$ cat config.mk
export PLATFORM = sky130hd
export DESIGN_NAME = ir_tx_sequencer
export DESIGN_NICKNAME = d
export VERILOG_FILES = /design/src/rtl/ir_tx_sequencer.sv
export SDC_FILE = /design/constraint.sdc
export NUM_CORES = 1
export LEC_CHECK = 0
export BUFFER_PORTS_ARGS = -buffer_cell sky130_fd_sc_hd__buf_4
export CELL_PAD_IN_SITES_DETAIL_PLACEMENT = 1
export CELL_PAD_IN_SITES_GLOBAL_PLACEMENT = 1
export CORE_ASPECT_RATIO = 0.6
export CORE_MARGIN = 3
export CORE_UTILIZATION = 45
export CTS_BUF_LIST = sky130_fd_sc_hd__clkbuf_4 sky130_fd_sc_hd__clkbuf_8
export DETAILED_ROUTE_END_ITERATION = 8
export PLACE_DENSITY_LB_ADDON = 0.1
export SYNTH_ARGS = -nofsm -noshare
export SYNTH_HDL_FRONTEND = slang
export SYNTH_SLANG_ARGS = --single-unit
$ cat constraint.sdc
create_clock -name clk -period 3.46 [get_ports clk]
set_clock_uncertainty 0.05 [all_clocks]
set_input_delay 0.346 -clock clk [delete_from_list [all_inputs] [get_ports clk]]
set_output_delay 0.346 -clock clk [all_outputs]
set_load 0.02 [all_outputs]
$ cat src/rtl/ir_tx_sequencer.sv
module ir_tx_sequencer #(
  parameter int DEPTH = 8,
  parameter int WW    = 16,
  parameter int TW    = 16,
  localparam int AW   = $clog2(DEPTH),
  localparam int CW   = AW + 1,
  localparam int BW   = $clog2(WW)
) (
  input  logic          clk,
  input  logic          rst_n,
  input  logic          enable,
  input  logic          start,
  input  logic          repeat_sel,
  input  logic          irq_en,
  input  logic          code_flush,
  input  logic          rep_flush,
  input  logic          code_wr,
  input  logic          rep_wr,
  input  logic [WW-1:0] wr_data,
  input  logic [TW-1:0] repeat_period,
  input  logic          carrier_tick,
  input  logic          irq_ack,
  input  logic          symbol_done,
  output logic          sym_valid,
  output logic          sym_bit,
  output logic          busy,
  output logic [CW-1:0] code_count,
  output logic [CW-1:0] rep_count,
  output logic          irq
);
  typedef enum logic [1:0] {IDLE, EMIT, HOLD} st_t;

  logic [WW-1:0] cmem [DEPTH];
  logic [WW-1:0] rmem [DEPTH];
  logic [CW-1:0] ccnt, rcnt;
  st_t           st;
  logic          src, start_q, rep_pend, tmr_run;
  logic [AW-1:0] widx;
  logic [BW-1:0] bidx;
  logic [TW-1:0] tmr;

  wire stop        = start_q & ~start;
  wire start_rise  = start & ~start_q;
  wire idle        = (st == IDLE);
  wire rep_has     = repeat_sel ? (rcnt != '0) : (ccnt != '0);
  wire launch_new  = idle & start_rise & (ccnt != '0);
  wire launch_rep  = idle & rep_pend & start & rep_has;
  wire launch      = launch_new | launch_rep;
  wire [CW-1:0] scnt = src ? rcnt : ccnt;
  wire last_bit    = (bidx == BW'(WW-1));
  wire last_word   = ({1'b0, widx} == scnt - CW'(1));
  wire bit_done    = (st == HOLD) & symbol_done & ~stop;
  wire cmd_done    = bit_done & last_bit & last_word;
  wire [WW-1:0] cur = src ? rmem[widx] : cmem[widx];

  assign sym_valid  = (st == EMIT);
  assign sym_bit    = cur[bidx];
  assign busy       = ~idle;
  assign code_count = ccnt;
  assign rep_count  = rcnt;

  always_ff @(posedge clk) begin
    if (enable && code_wr && ccnt != CW'(DEPTH)) cmem[ccnt[AW-1:0]] <= wr_data;
    if (enable && rep_wr && rcnt != CW'(DEPTH))  rmem[rcnt[AW-1:0]] <= wr_data;
  end

  always_ff @(posedge clk or negedge rst_n) begin
    if (!rst_n) begin
      ccnt <= '0;
      rcnt <= '0;
    end else begin
      if (!enable || code_flush || stop) ccnt <= '0;
      else if (code_wr && ccnt != CW'(DEPTH)) ccnt <= ccnt + CW'(1);
      if (!enable || rep_flush) rcnt <= '0;
      else if (rep_wr && rcnt != CW'(DEPTH)) rcnt <= rcnt + CW'(1);
    end
  end

  always_ff @(posedge clk or negedge rst_n) begin
    if (!rst_n) begin
      st <= IDLE; src <= 1'b0; start_q <= 1'b0; rep_pend <= 1'b0;
      tmr_run <= 1'b0; tmr <= '0; widx <= '0; bidx <= '0;
    end else if (!enable) begin
      st <= IDLE; src <= 1'b0; start_q <= 1'b0; rep_pend <= 1'b0;
      tmr_run <= 1'b0; tmr <= '0; widx <= '0; bidx <= '0;
    end else begin
      start_q <= start;
      if (stop) begin
        st <= IDLE; rep_pend <= 1'b0; tmr_run <= 1'b0;
      end else begin
        case (st)
          IDLE: begin
            if (launch) begin
              st <= EMIT; src <= launch_rep & repeat_sel;
              widx <= '0; bidx <= '0; rep_pend <= 1'b0;
            end else if (rep_pend) rep_pend <= 1'b0;
          end
          EMIT: st <= HOLD;
          HOLD: if (symbol_done) begin
            if (!last_bit) begin
              bidx <= bidx + BW'(1); st <= EMIT;
            end else begin
              bidx <= '0;
              if (last_word) st <= IDLE;
              else begin
                widx <= widx + AW'(1); st <= EMIT;
              end
            end
          end
          default: st <= IDLE;
        endcase
        if (launch) begin
          tmr <= repeat_period; tmr_run <= (repeat_period != '0);
        end else if (tmr_run && carrier_tick) begin
          if (tmr == TW'(1)) begin
            tmr_run <= 1'b0; rep_pend <= 1'b1;
          end else tmr <= tmr - TW'(1);
        end
      end
    end
  end

  always_ff @(posedge clk or negedge rst_n) begin
    if (!rst_n) irq <= 1'b0;
    else if (!enable) irq <= 1'b0;
    else if (cmd_done && irq_en) irq <= 1'b1;
    else if (irq_ack) irq <= 1'b0;
  end
endmodule

# Yosys cells after proc, flatten, opt, wreduce, memory -nomap -nowiden
# Memories as Yosys holds them, arrays and structs flattened.
# Index checks and enable logic that the tools add are counted.
# W data, S select, Z words.
[op_classes]
n_addsub = 6
magnitude_cmp = 1
n_eq_ne = 22
n_mux = 57
n_bitwise = 17
reduce_logical = 24
[op_table]
columns = ["op", "n"]
rows = [
  ["$mux W16", 6],
  ["$mux W4", 10],
  ["$mux W1", 27],
  ["$mux W3", 6],
  ["$eq A16 B1 Y1 const B", 1],
  ["$reduce_bool A16 Y1", 1],
  ["$sub A16 B1 Y16 const B", 1],
  ["$add A4 B1 Y4 const B", 3],
  ["$and A1 B1 Y1", 12],
  ["$ne A3 B3 Y1 const B", 4],
  ["$ne A4 B4 Y1 const B", 3],
  ["$ne A3 B1 Y1 const B", 3],
  ["$logic_and A1 B1 Y1", 8],
  ["$mux W2", 4],
  ["$ne A4 B1 Y1 const B", 2],
  ["$pmux W4 S2", 1],
  ["$reduce_bool A4 Y1", 2],
  ["$pmux W2 S3", 1],
  ["$pmux W3 S2", 1],
  ["$reduce_and A3 Y1", 2],
  ["$reduce_and A6 Y1", 1],
  ["$lt A4 B5 Y1 const B", 1],
  ["$bmux W1 S4", 1],
  ["$eq A3 B4 Y1", 1],
  ["17 further kinds", 25],
]
[word_totals]
register_bits = 38
ram_bits = 256
inputBits = 45
output_inout_bits = 12
word_cells = 140
n_memories = 2
[memory_table]
columns = ["name", "depth", "width", "rd", "rd_ports_with_merged_regs", "wr", "line", "rtl"]
rows = [
  ["cmem", 8, 16, 1, 0, 1, "33", "logic [WW-1:0] cmem [DEPTH];"],
  ["rmem", 8, 16, 1, 0, 1, "34", "logic [WW-1:0] rmem [DEPTH];"],
]

# Depth between registers and ports, before layout
# Gate-level depths: netlist of run 1.
[depth]
word_depth = 9
depth_mapped = 11
depth_no_buf = 9

# Least setup slack after synthesis of run 1
# OpenSTA, ideal clock, no wires.
[synth_path]
path_type = "reg2reg"
from = "register rcnt[1], in the netlist rep_count[1]"
to = "memory rmem[0][0], enable pin"
setup_time_ns = 0.409
arrival_time_ns = 2.482
required_time_ns = 3.001
slack_ns = 0.519
stages_incl_launch_ff = 7
n_path_buf = 1
period_less_slack_ns = 2.941
path_cell_list = "dfrtp_1 > clkbuf_1 > inv_1 > ha_1 > nand3b_1 > nand4_1 > nor3_1"
[synth_via]
elab_chain_cells = 4
[synth_lines]
columns = ["element", "line", "rtl"]
rows = [
  ["start: declaration", "35", "logic [CW-1:0] ccnt, rcnt;"],
  ["start signal: assignment", "75", "else if (rep_wr && rcnt != CW'(DEPTH)) rcnt <= rcnt + CW'(1);"],
  ["$ne A4 B4 Y1", "64", "if (enable && rep_wr && rcnt != CW'(DEPTH)) rmem[rcnt[AW-1:0]] <= wr_data;"],
  ["$logic_and A1 B1 Y1", "64", ""],
  ["$mux W1", "64", ""],
  ["$mux W1 (implied by the code)", "64", ""],
  ["end: declaration", "34", ""],
]
# Parallel ways exist; a longest one is shown, timed or not.

# Worst setup path after layout of run 1
[layout_path]
from = "register widx[0]"
to = "output port sym_bit"
[layout_via]
elab_chain_cells = 4
word_cells_on_any_way = 5
cone_classes = "mux: 3; memory: 2"
[layout_lines]
columns = ["element", "line", "rtl"]
rows = [
  ["start: declaration", "38", "logic [AW-1:0] widx;"],
  ["start signal: assignment", "82", "tmr_run <= 1'b0; tmr <= '0; widx <= '0; bidx <= '0;"],
  ["start signal: assignment", "85", "tmr_run <= 1'b0; tmr <= '0; widx <= '0; bidx <= '0;"],
  ["start signal: assignment", "95", "widx <= '0; bidx <= '0; rep_pend <= 1'b0;"],
  ["$mem_v2 Z8 W16 (on tied branches)", "-", ""],
  ["$mux W16 *", "54", "wire [WW-1:0] cur = src ? rmem[widx] : cmem[widx];"],
  ["$bmux W1 S4 *", "57", "assign sym_bit = cur[bidx];"],
  ["$mux W1 (implied by the code) *", "57", ""],
  ["end: declaration", "25", "output logic sym_bit,"],
]
# Every way passes the cells marked *; elsewhere a longest branch is shown, timed or not. The select of a mux whose other input is x is not followed.

==> results of run 1 <==
## cells by family (layout without fill, tap and decap cells)
logic type,after synthesis,after routing,share of synthesized area (%)
AOI/OAI and AO/OA,113,113,6.46
xor gates and xnor gates,10,10,0.707
adders and majority gates,9,9,0.909
buffers and inverters,56,215,2.22
DFF,294,294,69.8
muxes,86,86,12.9
and+or+nand+nor,173,173,7.03
## final timing paths
kind / start / endpoint / slack, ps / cells past startpoint
min in group asynchronous: rst_n / irq / 270 / 2
hold / removal: repeat_period[9] / tmr[9] / 30 / 3
setup / recovery: widx[0] / sym_bit / -30 / 10
setup reg to reg: src / irq / 400 / 9
hold reg to reg: tmr[14] / tmr[14] / 450 / 1
max in group asynchronous: rst_n / widx[0] / 2660 / 2
## worst max-delay path: stages, from the launching register on
cell,delay [ps]
dfrtp_4,550
buf_12,180
buf_12,160
buf_12,160
mux4_2,530
nand2_1,90
nand3_1,100
o2111a_1,170
a211oi_1,260
o211ai_1,130
buf_4,190
## power groups by stage
stage | Sequential [mW] | Clock, mW | Combinational (mW)
3_5_place_dp | 4.00 | 0 | 0.421
6_report | 3.92 | 2.78 | 0.446
5_1_grt | 3.92 | 2.99 | 0.490
3_3_place_gp | 3.99 | 0 | 0.394
2_1_floorplan | 3.99 | 0 | 0.224
4_1_cts | 3.92 | 2.83 | 0.442
## stage by stage
| stage | worst slack, ps | instance area (sq um) |
|---|---|---|
| 2_1_floorplan | 519 | 12400 |
| 3_3_place_gp | 386 | 13400 |
| 3_5_place_dp | 371 | 13400 |
| 4_1_cts | -40.9 | 14700 |
| 5_1_grt | -168 | 14700 |
| 6_report | -31.7 | 14700 |
## timing repair
item	CTS	global route
pin swaps	7	10
setup buffers	11	1
endpoints found under the setup margin	1	1
gates cloned	3	0
hold buffers	14	0
resized for setup	25	17
endpoints found under the hold margin	119	0
## synth_stat cells, drive strengths merged, types with 7 or more instances
library cell,number
a21oi,24
a22oi,7
buf,20
clkbuf,19
dfrtp,38
edfxtp,256
ha,9
inv,16
mux2i,24
mux4,58
nand2,48
nand2b,7
nand3,15
nand4,10
nor2,35
nor3,18
nor4,10
o21ai,18
o221ai,7
o2bb2ai,12
## registers in the layout (all words and copies together), names as in the netlist, 2 cells and up
register    flops
bidx            4
cmem          128
code_count      4
rep_count       4
rmem          128
st              2
tmr            16
widx            3
## final cells by class
type / instances / area, sq um / area share, %
clock buffer: 61 / 746 / 5.06
sequential: 294 / 8650 / 58.6
timing repair buffer: 125 / 1140 / 7.71
multi-input combinational: 391 / 3620 / 24.6
tap: 360 / 450 / 3.05
inverter: 17 / 65.1 / 0.441
clock inverter: 12 / 77.6 / 0.526
## layer usage
layer	track usage [%]	routed length, microns	vias up
met5	0	0	-
met4	4.32	390	0
met3	5.10	2580	40
met2	35.1	15400	242
met1	38.3	16600	3973
li1	-	-	3239
==> results.txt, run 1 <==
largest net degree at the start of global routing - 39
DR WL/cell - 27.7 microns
Worst Max-Slew Pin Slew - 867 ps
cell taking the most area after synthesis - edfxtp_1
Placed Instances - 1159
number of synthesized flops with an enable pin - 256
RSZ-0062 raised after global routing - true
min-delay worst type - in -> reg
IO Count - 57
crit path max fanout - 12
TritonRoute pass-1 iters - 5
Crit. End Element - primary output
CTS tree - yes
Leak - 4.98 nW
post-synthesis register bit count - 294
max_cap viols - 0
Synth Net Count - 795
Final Max Tran Viols - 0
hpwl dp - 21300 microns
min Tclk post-route - 3490 ps
sequential share of power - 54.9%
Die H - 134 microns
sequential area share after synthesis - 69.8%
Syn Inst Count - 741
Initial Util - 46.3%
first-pass GRT wire length - 51700 microns
kind of critical path - reg -> out
Routed Antenna Nets - 0
main area contributors after synthesis - edfxtp_1 62%, mux4_2 10%, dfrtp_1 7.7%
clock share of power - 38.9%
die width - 220 microns
status - finished with violations
startpoint types - flip-flop
area share of the largest cell type after synthesis - 62.1%
vias in the first global route - 7908
share of post-route cells with drive strength above 1 - 31.8%
PD cells - 485 mW/mm^2
initial antenna violation count - 0
period utilization - 101%
net switching power - 1.62 mW
H-tree depth - 2
hold slack - 28.0 ps
Max Clk Rate - 286 MHz
Pwr Total - 7.15 mW
Worst VDD drop - 0.000307 V
Yosys cell types - 68
Pint - 5.53 mW
Clock Sinks - 294
P&R area growth vs syn - 19.1%
Logic pwr share - 6.2%
sw frac - 22.7%
mapped cell area - 0.0124 sq mm
final hold violation count - 0
Final GP Congestion - 0.799
routed wire length - 34900 microns
port buffer count - 56
top_reg_cell synth - edfxtp_1
n_diodes - 0
Final Non-Filler Cells - 1260
Synth Area per Inst - 16.7 sq um
commonest non-fill, non-tap cells in the layout - 256 x edfxtp_1, 99 x buf_4, 58 x mux4_2
Synth Warn # - 0
vias - 7494
initial detailed-routing violation count - 864
sum of negative setup slack - -31.7 ps
Clock Tree Root - clkbuf_8
Skew-Pair Late Insertion Delay - 580 ps
fillers - 2516
DR vias/cell - 5.95
final net count - 926
failing checks - setup timing
commonest non-fill, non-tap cell in the layout - edfxtp_1
Remaining DRCs - 0
Core Footprint - 0.0268 sq mm
clk slew on worst S/H paths - 60 ps
crit path DAT - 3100 ps
CP required - 3060 ps
area of the die - 0.0296 sq mm
final worst setup slack - -31.7 ps
Rel. slew slack - 41.7%
Bufs on Longest Clock Path - 3
Synth async-reset ratio - 12.9%
GRT Util Overall - 24.2%
grt total ovfl - 0
Rows - 46
CTS Buf Count - 43
Final setup viols - 1
Final Util - 55.1%
(Power assumes the default switching activity.)
==> inputs of run 2 (changes only) <==
--- a/config.mk
+++ b/config.mk
@@ -10,7 +10,7 @@
 export CELL_PAD_IN_SITES_GLOBAL_PLACEMENT = 1
 export CORE_ASPECT_RATIO = 0.6
 export CORE_MARGIN = 3
-export CORE_UTILIZATION = 45
+export CORE_UTILIZATION = 55
 export CTS_BUF_LIST = sky130_fd_sc_hd__clkbuf_4 sky130_fd_sc_hd__clkbuf_8
 export DETAILED_ROUTE_END_ITERATION = 8
 export PLACE_DENSITY_LB_ADDON = 0.1
==> run 2 against run 1 <==
The run still ends with setup timing left. Register-to-register slack worse by 120 ps. Combinational power about the same. Final cell count down 6.7%. Fmax down 2.2%. Sequential cell count unchanged. Critical endpoint unchanged. Setup slack worse by 79 ps.
==> results.txt, run 2 (synthesized netlist as in run 1, its figures left out) <==
DR WL/cell - 29.8 microns (+7.5%)
clk slew on worst S/H paths - 70 ps (about the same)
largest net degree at the start of global routing - 39 (unchanged)
RSZ-0062 raised after global routing - true
CP required - 3060 ps (about the same)
area of the die - 0.0244 sq mm (-18%)
Placed Instances - 1075 (-7.2%)
Logic pwr share - 6.1% (about the same)
sequential share of power - 53.1% (-1.8 points)
Final setup viols - 1 (unchanged)
n_diodes - 0 (unchanged)
Clock Tree Root - clkbuf_8
Pint - 5.70 mW (+3.1%)
Rows - 41 (-11%)
Initial Util - 57.5% (+11 points)
net switching power - 1.68 mW (+3.9%)
Rel. slew slack - 38.3% (-3.4 points)
period utilization - 103% (+2.3 points)
hpwl dp - 20700 microns (-2.7%)
final worst setup slack - -111 ps (-79.1 ps)
Die H - 122 microns (-9.1%)
vias in the first global route - 8114 (+2.6%)
Core Footprint - 0.0215 sq mm (-19%)
commonest non-fill, non-tap cell in the layout - edfxtp_1
Worst VDD drop - 0.000362 V (+18%)
kind of critical path - reg -> out
max_cap viols - 0 (unchanged)
failing checks - setup timing
Remaining DRCs - 0 (unchanged)
DP Worst Slack - 184 ps (-186 ps)
clock share of power - 40.8% (+1.9 points)
Final Non-Filler Cells - 1176 (-6.7%)
P&R area growth vs syn - 19.1% (about the same)
Worst Max-Slew Pin Slew - 917 ps (+50.2 ps)
sw frac - 22.8% (+0.13 points)
Top cell by count, worst path - buf_12
final net count - 920 (-0.65%)
min Tclk post-route - 3570 ps (+79.1 ps)
Leak - 5.03 nW (+0.86%)
startpoint types - flip-flop
DR vias/cell - 6.61 (+11%)
routed wire length - 35100 microns (+0.31%)
Skew-Pair Late Insertion Delay - 570 ps (about the same)
initial antenna violation count - 0 (unchanged)
crit path DAT - 3170 ps (+70 ps)
flop2flop setup slack - 280 ps (-120 ps)
die width - 200 microns (-9.3%)
share of post-route cells with drive strength above 1 - 32.7% (+0.89 points)
PD cells - 501 mW/mm^2 (+3.3%)
Final GP Congestion - 0.850 (+6.4%)
CTS tree - yes
IO Count - 57 (unchanged)
vias - 7777 (+3.8%)
status - finished with violations
CTS Buf Count - 44 (+2.3%)
Final Max Tran Viols - 0 (unchanged)
crit path max fanout - 6 (-6)
min-delay worst type - in -> reg
Crit. End Element - primary output
GRT Util Overall - 29.6% (+5.4 points)
port buffer count - 56 (unchanged)
Max Clk Rate - 280 MHz (-2.2%)
hold slack - 25.7 ps (-2.30 ps)
initial detailed-routing violation count - 1014 (+17%)
crit-path cells - buf_12 > buf_12 > buf_8 > mux4_2 > a21oi_2 > a2111o_1 > a31oi_4 > a211oi_2 > o211ai_1 > buf_4
H-tree depth - 2 (unchanged)
first-pass GRT wire length - 52300 microns (+1.2%)
Routed Antenna Nets - 0 (unchanged)
slowest cell on the critical path - dfrtp_4
Bufs on Longest Clock Path - 3 (unchanged)
commonest non-fill, non-tap cells in the layout - 256 x edfxtp_1, 101 x buf_4, 57 x mux4_2
final hold violation count - 0 (unchanged)
crit-path max cell delay - 520 ps (-30 ps)
TritonRoute pass-1 iters - 5 (unchanged)
grt total ovfl - 0 (unchanged)
Clock Sinks - 294 (unchanged)
==> run 2: changes by cell type in the layout (fill, tap and decap cells not counted), moves of 2 or more <==
cell,before,now
clkbuf_4,15,13
clkbuf_8,46,51
dlygate4sd3_1,14,3
clkinv_2,6,2
a211oi_4,0,2
a21oi_2,4,2
buf_4,99,101
buf_8,0,2
a21oi_4,0,2
clkinv_1,6,8
inv_6,0,2
==> run 2: per-layer routing <==
| metal | wire length, microns | track usage (%) |
|---|---|---|
| met3 | 3190 | 5.32 |
| met1 | 15100 | 45.8 |
| met5 | 0 | 0 |
| met2 | 16000 | 44.9 |
| met4 | 731 | 6.71 |
==> run 2: critical path, delay by kind of cell, from the launching register on <==
kind / cells / cell delay (ps)
muxes: 1 / 380
AOI/OAI and AO/OA: 5 / 1080
buffers and inverters: 4 / 640
DFF: 1 / 520
==> run 2: stage by stage <==
stage               util [%]  total power [mW]  cell area, sq um  setup TNS [ps]
CTS                     67.8              7.39             14600           -76.4
detailed placement      61.9              4.42             13300               0
floorplan                  -              4.21             12400               0
global route            68.4              7.61             14700            -172
finish                  68.4              7.38             14700            -111
global placement        61.9              4.37             13300               0
==> run 2: final timing paths <==
check / from / cells after the start / endpoint
worst max-delay path: widx[0] / 10 / sym_bit
worst min-delay path: irq_ack / 3 / irq
worst max register to register: rep_count[1] / 8 / tmr[9]
worst min register to register: tmr[14] / 1 / tmr[14]
max in group asynchronous: rst_n / 2 / widx[1]
min in group asynchronous: rst_n / 2 / code_count[1]
==> run 2: power groups by stage <==
| stage | Sequential (mW) | Combinational [mW] | Clock, mW |
|---|---|---|---|
| floorplan | 3.99 | 0.224 | 0 |
| global placement | 3.99 | 0.379 | 0 |
| detailed placement | 4.00 | 0.422 | 0 |
| CTS | 3.92 | 0.439 | 3.03 |
| global route | 3.92 | 0.491 | 3.20 |
| finish | 3.92 | 0.448 | 3.01 |
==> run 2: timing repair <==
action / 4_1_cts / 5_1_grt
endpoints found under the setup margin: 1 / 1
resized for setup: 32 / 17
buffers inserted: 16 / 5
endpoints found under the hold margin: 43 / 0
pin swaps: 15 / 9
hold buffers: 3 / 0
cloned: 2 / 1
==> run 2: final cells by class <==
type	count	area, sq um
inverter	17	63.8
tap	279	349
multi-input combinational	391	3710
clock inverter	13	114
fill	1902	6800
sequential	294	8650
clock buffer	64	800
timing repair buffer	118	1060
